<file path="src/rtl/pwm_pkg.sv">
package pwm_pkg;

    localparam int DATA_W    = 32;
    localparam int ADDR_W    = 4;
    localparam int CNT_W     = 16;
    localparam int DIV_W     = 17;
    localparam int CODE_W    = 4;
    localparam int READY_BIT = 28;

    localparam logic [ADDR_W-1:0] CTRL_ADDR = ADDR_W'(4'h0);
    localparam logic [ADDR_W-1:0] PER_ADDR  = ADDR_W'(4'h4);

    // control word, bit 6 down to bit 0
    typedef struct packed {
        logic              gate;
        logic              pol;
        logic              en;
        logic [CODE_W-1:0] code;
    } ctrl_t;

    localparam int CTRL_W = $bits(ctrl_t);

    // period word: upper half is length-1, lower half active ticks
    typedef struct packed {
        logic [CNT_W-1:0] len_m1;
        logic [CNT_W-1:0] act;
    } period_t;

    typedef struct packed {
        logic             valid;
        logic [DIV_W-1:0] lim;
    } presc_t;

    // terminal value of the divide counter for each code
    function automatic presc_t presc_decode(input logic [CODE_W-1:0] code);
        presc_t p;
        p.valid = 1'b1;
        case (code)
            4'h0:    p.lim = DIV_W'(120 - 1);
            4'h1:    p.lim = DIV_W'(180 - 1);
            4'h2:    p.lim = DIV_W'(240 - 1);
            4'h3:    p.lim = DIV_W'(360 - 1);
            4'h4:    p.lim = DIV_W'(480 - 1);
            4'h8:    p.lim = DIV_W'(12000 - 1);
            4'h9:    p.lim = DIV_W'(24000 - 1);
            4'hA:    p.lim = DIV_W'(36000 - 1);
            4'hB:    p.lim = DIV_W'(48000 - 1);
            4'hC:    p.lim = DIV_W'(72000 - 1);
            4'hF:    p.lim = '0;
            default: begin
                p.valid = 1'b0;
                p.lim   = '0;
            end
        endcase
        return p;
    endfunction

endpackage

</file>
<file path="src/rtl/pwm_regs.sv">
module pwm_regs
    import pwm_pkg::*;
(
    input  logic              clk,
    input  logic              rst,
    input  logic [ADDR_W-1:0] addr,
    input  logic              we,
    input  logic [DATA_W-1:0] wdata,
    output logic [DATA_W-1:0] rdata,
    input  logic              load,
    output ctrl_t             ctrl,
    output period_t           shadow,
    output logic              pending
);

    logic wr_ctrl;
    logic wr_per;

    assign wr_ctrl = we && (addr == CTRL_ADDR);
    assign wr_per  = we && (addr == PER_ADDR);

    always_ff @(posedge clk) begin
        if (rst) begin
            ctrl    <= '0;
            shadow  <= '0;
            pending <= 1'b0;
        end else begin
            if (wr_ctrl) begin
                ctrl <= ctrl_t'(wdata[CTRL_W-1:0]);
            end
            if (wr_per) begin
                shadow  <= period_t'(wdata);
                pending <= 1'b1;
            end else if (load) begin
                pending <= 1'b0;
            end
        end
    end

    always_comb begin
        rdata = '0;
        if (addr == CTRL_ADDR) begin
            rdata[CTRL_W-1:0] = ctrl;
            rdata[READY_BIT]  = pending;
        end else if (addr == PER_ADDR) begin
            rdata = shadow;
        end
    end


    pend_set_chk: assert property (@(posedge clk) disable iff (rst)
        wr_per |=> pending);


    pend_clear_chk: assert property (@(posedge clk) disable iff (rst)
        $fell(pending) |-> $past(load));

endmodule

</file>
<file path="src/rtl/pwm_presc.sv">
module pwm_presc
    import pwm_pkg::*;
(
    input  logic              clk,
    input  logic              rst,
    input  logic              run_req,
    input  logic [CODE_W-1:0] code,
    output logic              run,
    output logic              tick
);

    presc_t           sel;
    logic [DIV_W-1:0] div_cnt;

    assign sel  = presc_decode(code);
    assign run  = run_req && sel.valid;
    assign tick = run && (div_cnt == sel.lim);

    always_ff @(posedge clk) begin
        if (rst || !run) begin
            div_cnt <= '0;
        end else if (tick) begin
            div_cnt <= '0;
        end else begin
            div_cnt <= div_cnt + 1'b1;
        end
    end


    tick_space_chk: assert property (@(posedge clk) disable iff (rst)
        (tick && $past(tick)) |-> (sel.lim == '0));

endmodule

</file>
<file path="src/rtl/pwm_core.sv">
module pwm_core
    import pwm_pkg::*;
(
    input  logic    clk,
    input  logic    rst,
    input  logic    run,
    input  logic    tick,
    input  logic    pol,
    input  period_t shadow,
    input  logic    pending,
    output logic    load,
    output logic    out
);

    period_t          cur;
    logic [CNT_W-1:0] cnt;
    logic             wrap;
    logic             boundary;
    logic             active;

    assign wrap     = tick && (cnt == cur.len_m1);
    assign boundary = !run || wrap;
    assign load     = boundary && pending;
    assign active   = cnt < cur.act;

    always_ff @(posedge clk) begin
        if (rst) begin
            cur <= '0;
            cnt <= '0;
            out <= 1'b1;
        end else begin
            if (load) begin
                cur <= shadow;
            end
            if (!run) begin
                cnt <= '0;
            end else if (tick) begin
                cnt <= wrap ? '0 : cnt + 1'b1;
            end
            out <= run ? (active ? pol : !pol) : !pol;
        end
    end


    cnt_range_chk: assert property (@(posedge clk) disable iff (rst)
        cnt <= cur.len_m1);


    idle_out_chk: assert property (@(posedge clk) disable iff (rst)
        !run |=> (out == !$past(pol)));


    full_duty_chk: assert property (@(posedge clk) disable iff (rst)
        (run && ({1'b0, cur.act} > {1'b0, cur.len_m1})) |=> (out == $past(pol)));

endmodule

</file>
<file path="src/rtl/pwm_chan.sv">
module pwm_chan
    import pwm_pkg::*;
(
    input  logic              clk,
    input  logic              rst,
    input  logic [ADDR_W-1:0] bus_addr,
    input  logic              bus_we,
    input  logic [DATA_W-1:0] bus_wdata,
    output logic [DATA_W-1:0] bus_rdata,
    output logic              pwm_out
);

    ctrl_t   ctrl;
    period_t shadow;
    logic    pending;
    logic    load;
    logic    run;
    logic    tick;

    pwm_regs u_regs (
        .clk     (clk),
        .rst     (rst),
        .addr    (bus_addr),
        .we      (bus_we),
        .wdata   (bus_wdata),
        .rdata   (bus_rdata),
        .load    (load),
        .ctrl    (ctrl),
        .shadow  (shadow),
        .pending (pending)
    );

    pwm_presc u_presc (
        .clk     (clk),
        .rst     (rst),
        .run_req (ctrl.en && ctrl.gate),
        .code    (ctrl.code),
        .run     (run),
        .tick    (tick)
    );

    pwm_core u_core (
        .clk     (clk),
        .rst     (rst),
        .run     (run),
        .tick    (tick),
        .pol     (ctrl.pol),
        .shadow  (shadow),
        .pending (pending),
        .load    (load),
        .out     (pwm_out)
    );

endmodule

</file>
<file path="config.mk">
export PLATFORM = sky130hd
export DESIGN_NAME = pwm_chan
export DESIGN_NICKNAME = d
export VERILOG_FILES = /design/src/rtl/pwm_pkg.sv /design/src/rtl/pwm_regs.sv /design/src/rtl/pwm_presc.sv /design/src/rtl/pwm_core.sv /design/src/rtl/pwm_chan.sv
export SDC_FILE = /design/constraint.sdc
export NUM_CORES = 1
export LEC_CHECK = 0
export BUFFER_PORTS_ARGS = -buffer_cell sky130_fd_sc_hd__buf_4
export CORE_AREA = 4 4 131 133
export CTS_BUF_LIST = sky130_fd_sc_hd__clkbuf_2
export DETAILED_ROUTE_END_ITERATION = 16
export DIE_AREA = 0 0 135 137
export HOLD_SLACK_MARGIN = 0.15
export SLEW_MARGIN = 0
export SYNTH_ARGS = -nofsm -noshare
export SYNTH_HDL_FRONTEND = slang
export SYNTH_HIERARCHICAL = 1
export SYNTH_SLANG_ARGS = --single-unit
</file>
<file path="constraint.sdc">
create_clock -name clk -period 2.7 [get_ports clk]
set_input_delay 0.405 -clock clk [delete_from_list [all_inputs] [get_ports clk]]
set_output_delay 0.405 -clock clk [all_outputs]
set_load 0.01 [all_outputs]
</file>
; Word-level counts from Yosys, hierarchy flattened
; Index checks and enable logic that the tools add are counted.
[op_classes]
n_lt_le_gt_ge = 1
bitwise_logic = 1
n_addsub = 2
n_reduce_logical = 17
eq_ne = 13
n_mux = 12
shifts = 0
div_mod_pow = 0
n_mul = 0
[ops]
columns = operator, count
row1 = 17-bit one-hot mux with 10 select lines, 1
row2 = 32-bit 2-to-1 mux, 1
row3 = "4-bit == test, second input constant", 6
row4 = 21-bit 2-to-1 mux, 1
row5 = "17-bit by 1-bit adder with 17-bit output, second input constant", 1
row6 = 17-bit == test, 1
row7 = "16-bit by 1-bit adder with 16-bit output, second input constant", 1
row8 = 16-bit == test, 1
row9 = 16-bit < comparator, 1
row10 = 16-bit 2-to-1 mux, 1
row11 = 11-bit OR reduction, 1
row12 = "4-bit by 2-bit == test with 1-bit output, second input constant", 2
row13 = "4-bit by 3-bit == test with 1-bit output, second input constant", 2
row14 = 4-bit logical NOT, 2
row15 = 1-bit logical AND, 7
row16 = 7-bit 2-to-1 mux, 1
row17 = 1-bit 2-to-1 mux, 6
row18 = "4-bit by 1-bit == test with 1-bit output, second input constant", 1
row19 = 2-bit OR reduction, 2
row20 = 3-bit 2-to-1 mux, 1
row21 = 1-bit logical NOT, 2
row22 = 1-bit logical OR, 2
row23 = 2-bit nonzero test, 1
row24 = 1-bit NOT, 1
[word_totals]
memories = 0
elab_cells = 58
romBits = 0
ram_bits = 0
ff_bits = 106
output_inout_bits = 33
latch_bits = 0

; Logic depth before layout (Yosys ltp)
[depth]
ltp_word = 10
depth_mapped = 14

; Hierarchy
; The synthesis kept the hierarchy.
[modules_own_cells]
columns = mod, cells_per_inst, instances, area_each_um2
row1 = pwm_core, 344, 1, 2982.9
row2 = pwm_regs, 210, 1, 1970.6
row3 = pwm_presc, 175, 1, 1333.8
row4 = pwm_chan, 1, 1, 6.3

; Worst setup path before layout
; OpenSTA, ideal clock, no wires.
[synth_path]
path_type = reg-to-reg
startpoint = register u_regs/ctrl[0] (netlist name)
endpoint = register u_core.cnt[15]
synth_period_minus_slack_ps = 2666
path_buffers = 2
arrival_time_ps = 2541
setup_time_ps = 125
stages_incl_launch_ff = 12
required_ps = 2575
setup_slack_ps = 34
path_cell_list = dfxtp_1 -> buf_4 -> or4b_2 -> o2111ai_1 -> a22oi_1 -> nor4_1 -> buf_2 -> and4_1 -> nand3_1 -> nor3_1 -> xnor2_1 -> nor2_1
[synth_via]
elab_chain_len = 7
[synth_rtl]
columns = element, line_no
row1 = "parallel branches: the longest is 4 deep, another holds 17-bit one-hot mux with 10 select lines", -
row2 = 1-bit logical AND (*), pwm_presc.sv:17  ; assign tick = run && (div_cnt == sel.lim);
row3 = named net tick, pwm_chan.sv:18  ; logic tick;
row4 = 1-bit logical AND, pwm_core.sv:21  ; assign wrap = tick && (cnt == cur.len_m1);
row5 = 16-bit 2-to-1 mux, pwm_core.sv:38  ; cnt <= wrap ? '0 : cnt + 1'b1;
row6 = end signal: assignment, pwm_core.sv:38
row7 = end: declaration, pwm_core.sv:16  ; logic [CNT_W-1:0] cnt;
; Mark *: on every way through the listed nets, which the timed path passes.
; A chain may end at the register's enable or synchronous reset.

; Final worst setup path
[layout_path]
startpoint = register u_regs/ctrl[1] (netlist name)
endpoint = register u_core.cnt[10]
[layout_via]
elab_chain_len = 7
[layout_rtl]
columns = element, line_no
row1 = "parallel branches: the longest is 4 deep, another holds 17-bit one-hot mux with 10 select lines", -
row2 = 1-bit logical AND (*), pwm_presc.sv:17
row3 = named net tick, pwm_chan.sv:18
row4 = 1-bit logical AND, pwm_core.sv:21
row5 = 16-bit 2-to-1 mux, pwm_core.sv:38
; Marks and branches as above.

==> impl_summary.md <==
Timing
The total count of max-transition violations in the final report is 0. Setup repair after global routing could not meet its margin everywhere. Based on the critical path, the design can be clocked at up to 372 MHz. Setup violations remaining at the end of the flow were counted as 0. The final clock period utilization by the worst path is 99.6%. The final period demand of the worst path is 2690 ps. Once routing completed, OpenROAD measured the worst setup slack at 11.9 ps. For the pin with the worst max-slew slack, the measured transition is 693 ps.

The maximum clock skew at final layout is 40.9 ps. The number of hold violations in the final report is 0. Headroom to the max-slew limit came out at 53.8%.

Synthesis
Of the synthesized area, sequential elements account for 33.7%. Summing every instance area after synthesis gives 6290 µm². After synthesis, the share of flip-flops with an asynchronous set or reset is 0%. The post-synthesis area per instance is 8.62 µm². Summing the areas of all compound-gate instances in the mapped netlist gives 16.6% of the synthesized area. The post-synthesis cell count is 730.

When the netlist entered floorplanning its net count stood at 786. For this run, the leading register cell type out of synthesis is dfxtp_1. In the synthesized netlist, mux cells make up 2.88% of the area. Counting flops and latches in the post-synthesis netlist gives 106.

Synthesis instantiated 64 different standard cells from the library. After Yosys synthesis, full adders, half adders and majority gates account for 3.38% of the synthesized area. In this run, synthesis inferred 0 flip-flops with an integrated enable. The Yosys step of the flow raised 6 warnings. After Yosys synthesis, and, or, nand and nor cells account for 30.1% of the synthesized area. Of the total synthesized cell area, the portion taken by XOR and XNOR cells is 6.82%. After synthesis, the largest family of logic cells by area is simple AND/OR/NAND/NOR gates.

Clocking
The clock net sink count is 106. The clock insertion delay at the later pin of the skew report is 630 ps. The clock transition time at the flip-flop clock pins of the worst setup and hold paths is 270 ps. The clock tree buffer depth is 2.

TritonCTS built the clock tree. The clock root buffer is clkbuf_2. The maximum level of the CTS H-tree is 3.

TritonCTS created 9 clock buffers.

Pwr
The static power due to leakage is 3.00 nW. In this run the power density over the cells is 323 nW/µm². VDD sags by at most 0.287 mV. The sum of internal, switching and leakage power is 0.00265 W.

Detailed routing
The number of iterations in the first detailed-routing pass is 5. The number of vias per cell is 5.34. The total detailed-routing wirelength is 17600 µm. The wire length per cell is 16.0 µm. The first routing iteration left 388 violations. In the routed design, unresolved DRC markers number 0.

The overall via count from detail_route is 5852. The final antenna-violating net count is 0.

Die
72 I/O pins were placed. The core outline area is 15800 µm². For this configuration, the core starts out at a cell density of 39.8%.

The number of core rows is 46. The vertical extent of the die is 137 µm. In this run the horizontal extent of the chip is 135 µm. The overall die area is 18500 µm².

Layout
Cells with a size suffix above 1 make up 22.2% of the layout. The final layout contains 931 nets. Relative to the synthesized area, the layout overhead comes to 30.2%. The layout has 1456 filler cells. The final cell area excluding filler cells is 8190 µm². The count of non-filler cells in the finished layout is 1096. Leaving out fill and tap cells, the most frequent cell in the layout is buf_4. Leaving out fill and tap cells, the most frequent cells in the layout are 128 x buf_4, 101 x dfxtp_1, 79 x nand2b_1.

Setup path
Counting cells, the worst reg-to-reg path comes to 11. For the worst setup path, the data arrival time is 3220 ps. The worst setup path is captured at a register.

The endpoint required time on the critical path is 3230 ps. The critical path goes through buf_8 > or4b_4 > o2111ai_2 > a22oi_2 > nor4_2 > buf_4 > and4_4 > nand4_1 > nor2b_1 > xnor2_1 > nor2_1. Together, buffers and inverters on the worst path number 2. The logic depth of the worst path, buffers included is 11. On the critical path the largest part of the delay comes from simple AND/OR/NAND/NOR gates. The critical path in this run is classified as reg -> reg.

STA classifies the critical path startpoint as a register. In this run the worst path has a maximum fanout of 10. The longest individual stage delay on the worst path is 510 ps.

The cell type of the slowest stage on the worst timing path is or4b_4.

Place
The number of buffer cells added on primary ports is 71. The placer's final routability congestion estimate is 0.856. The post-placement cell area is 7150 µm².

The post-placement cell count is 1008. The worst slack at placement is -234 ps. Detailed placement finished with a half-perimeter wire length of 11500 µm.

GRT
For met2 alone, demand over resource in global routing was 30.7%. The met3 layer usage reported by global route is 4.12%. The most crowded layer after global routing is met2. Entering global routing, the biggest net connects 65 pins. The met1 usage is 24.9%. Global routing used 18.6% of the available tracks across all layers. The first global-routing pass estimated 28200 µm of wire. After global routing the overflow that remains totals 0. The number of antenna violations at the first check in global routing came to 1.

The number of global-route vias before repair is 5672.

Run
The tool flagged a number of max-cap violations equal to 0.

Hold path
The cell depth of the worst hold path is 2. The path class of the tightest hold or removal check is in -> reg.

Run status
The run finished with clean final reports.
[registers in the layout, summed over array words and instances (netlist names)]
name,cells
u_regs/ctrl,7
u_regs/pending,1
u_regs/shadow,32
u_core/out,1
u_core/cnt,16
u_core/cur,32
u_presc/div_cnt,17
[power by group]
| group | internal (W) | switching (W) | total [W] |
|---|---|---|---|
| sequential | 0.00158 | 0.0000127 | 0.00159 |
| clock | 0.000315 | 0.000548 | 0.000863 |
| combinational | 0.000114 | 0.0000804 | 0.000194 |
[through the flow]
stage	TNS [ps]	hold WS [ps]	utilization [%]
global route	-2980	216	51.8
finish	0	265	51.8
CTS	0	193	50.4
detailed placement	-6290	499	45.2
floorplan	0	449	-
global placement	-5050	496	45.2
[worst register-to-register path: cells and delay by family, from the launching register on]
kind            cells  cell delay [ps]
buf+inv             2              320
xor+xnor            1              130
simple gates        6             1500
flops               1              420
compound gates      2              240
[final cells by class]
type | count | area (µm²) | share of cell area [%]
clock inverter | 5 | 88.8 | 1.08
sequential | 106 | 2140 | 26.1
antenna | 1 | 2.50 | 0.0305
clock buffer | 10 | 50.0 | 0.611
tap | 216 | 270 | 3.30
inverter | 23 | 86.3 | 1.05
multi-input combinational | 545 | 3910 | 47.7
timing repair buffer | 190 | 1650 | 20.1
[synth_stat cells (all sizes together) (5+ instances only)]
library cell    n  area, µm²
ha             17        213
xor2           29        254
a22o            8       70.1
nor2           50        188
and2           26        163
nand3          54        288
buf            26        208
o21ai          40        200
nor3           11       55.1
nand2b         80        500
dfxtp         106       2120
xnor2          20        175
a221o          32        320
nor4            5       73.8
nand4          11       68.8
mux2i          17        170
o21a            5       45.0
nand2          19       73.8
nand4b         26        228
a21oi          38        190
clkbuf         31        116
nor2b          10       62.6
inv            22       82.6
[final timing paths]
kind | start | end | slack (ps)
worst max-delay path | u_regs/ctrl[1] | u_core/cnt[10] | 10
worst min-delay path | rst | u_core/cur[4] | 260
worst min register to register | u_regs/shadow[18] | u_regs/shadow[18] | 540
worst max register to register | u_regs/ctrl[1] | u_core/cnt[10] | 10
[cells by family (layout without fill, tap and decap cells)]
family	Yosys count	in the layout
fa+ha+maj	17	17
mux	18	18
xor+xnor	49	49
buf+inv	80	228
flops	106	106
other cells	0	1
simple gates	312	312
compound gates	148	149
[routing by layer]
metal	share of wire (%)	vias to the layer above
met5	0	-
met4	1.4	0
met3	4.4	14
met2	48	135
met1	46	2807
li1	-	2896
[what timing repair did]
item,4_1_cts,5_1_grt
pin swaps,6,13
gates resized for setup,26,24
hold buffers,53,0
gates cloned,1,3
endpoints found under the setup margin,41,41
hold endpoints to repair,40,0
setup buffers,8,7
(Power assumes the default switching activity.)
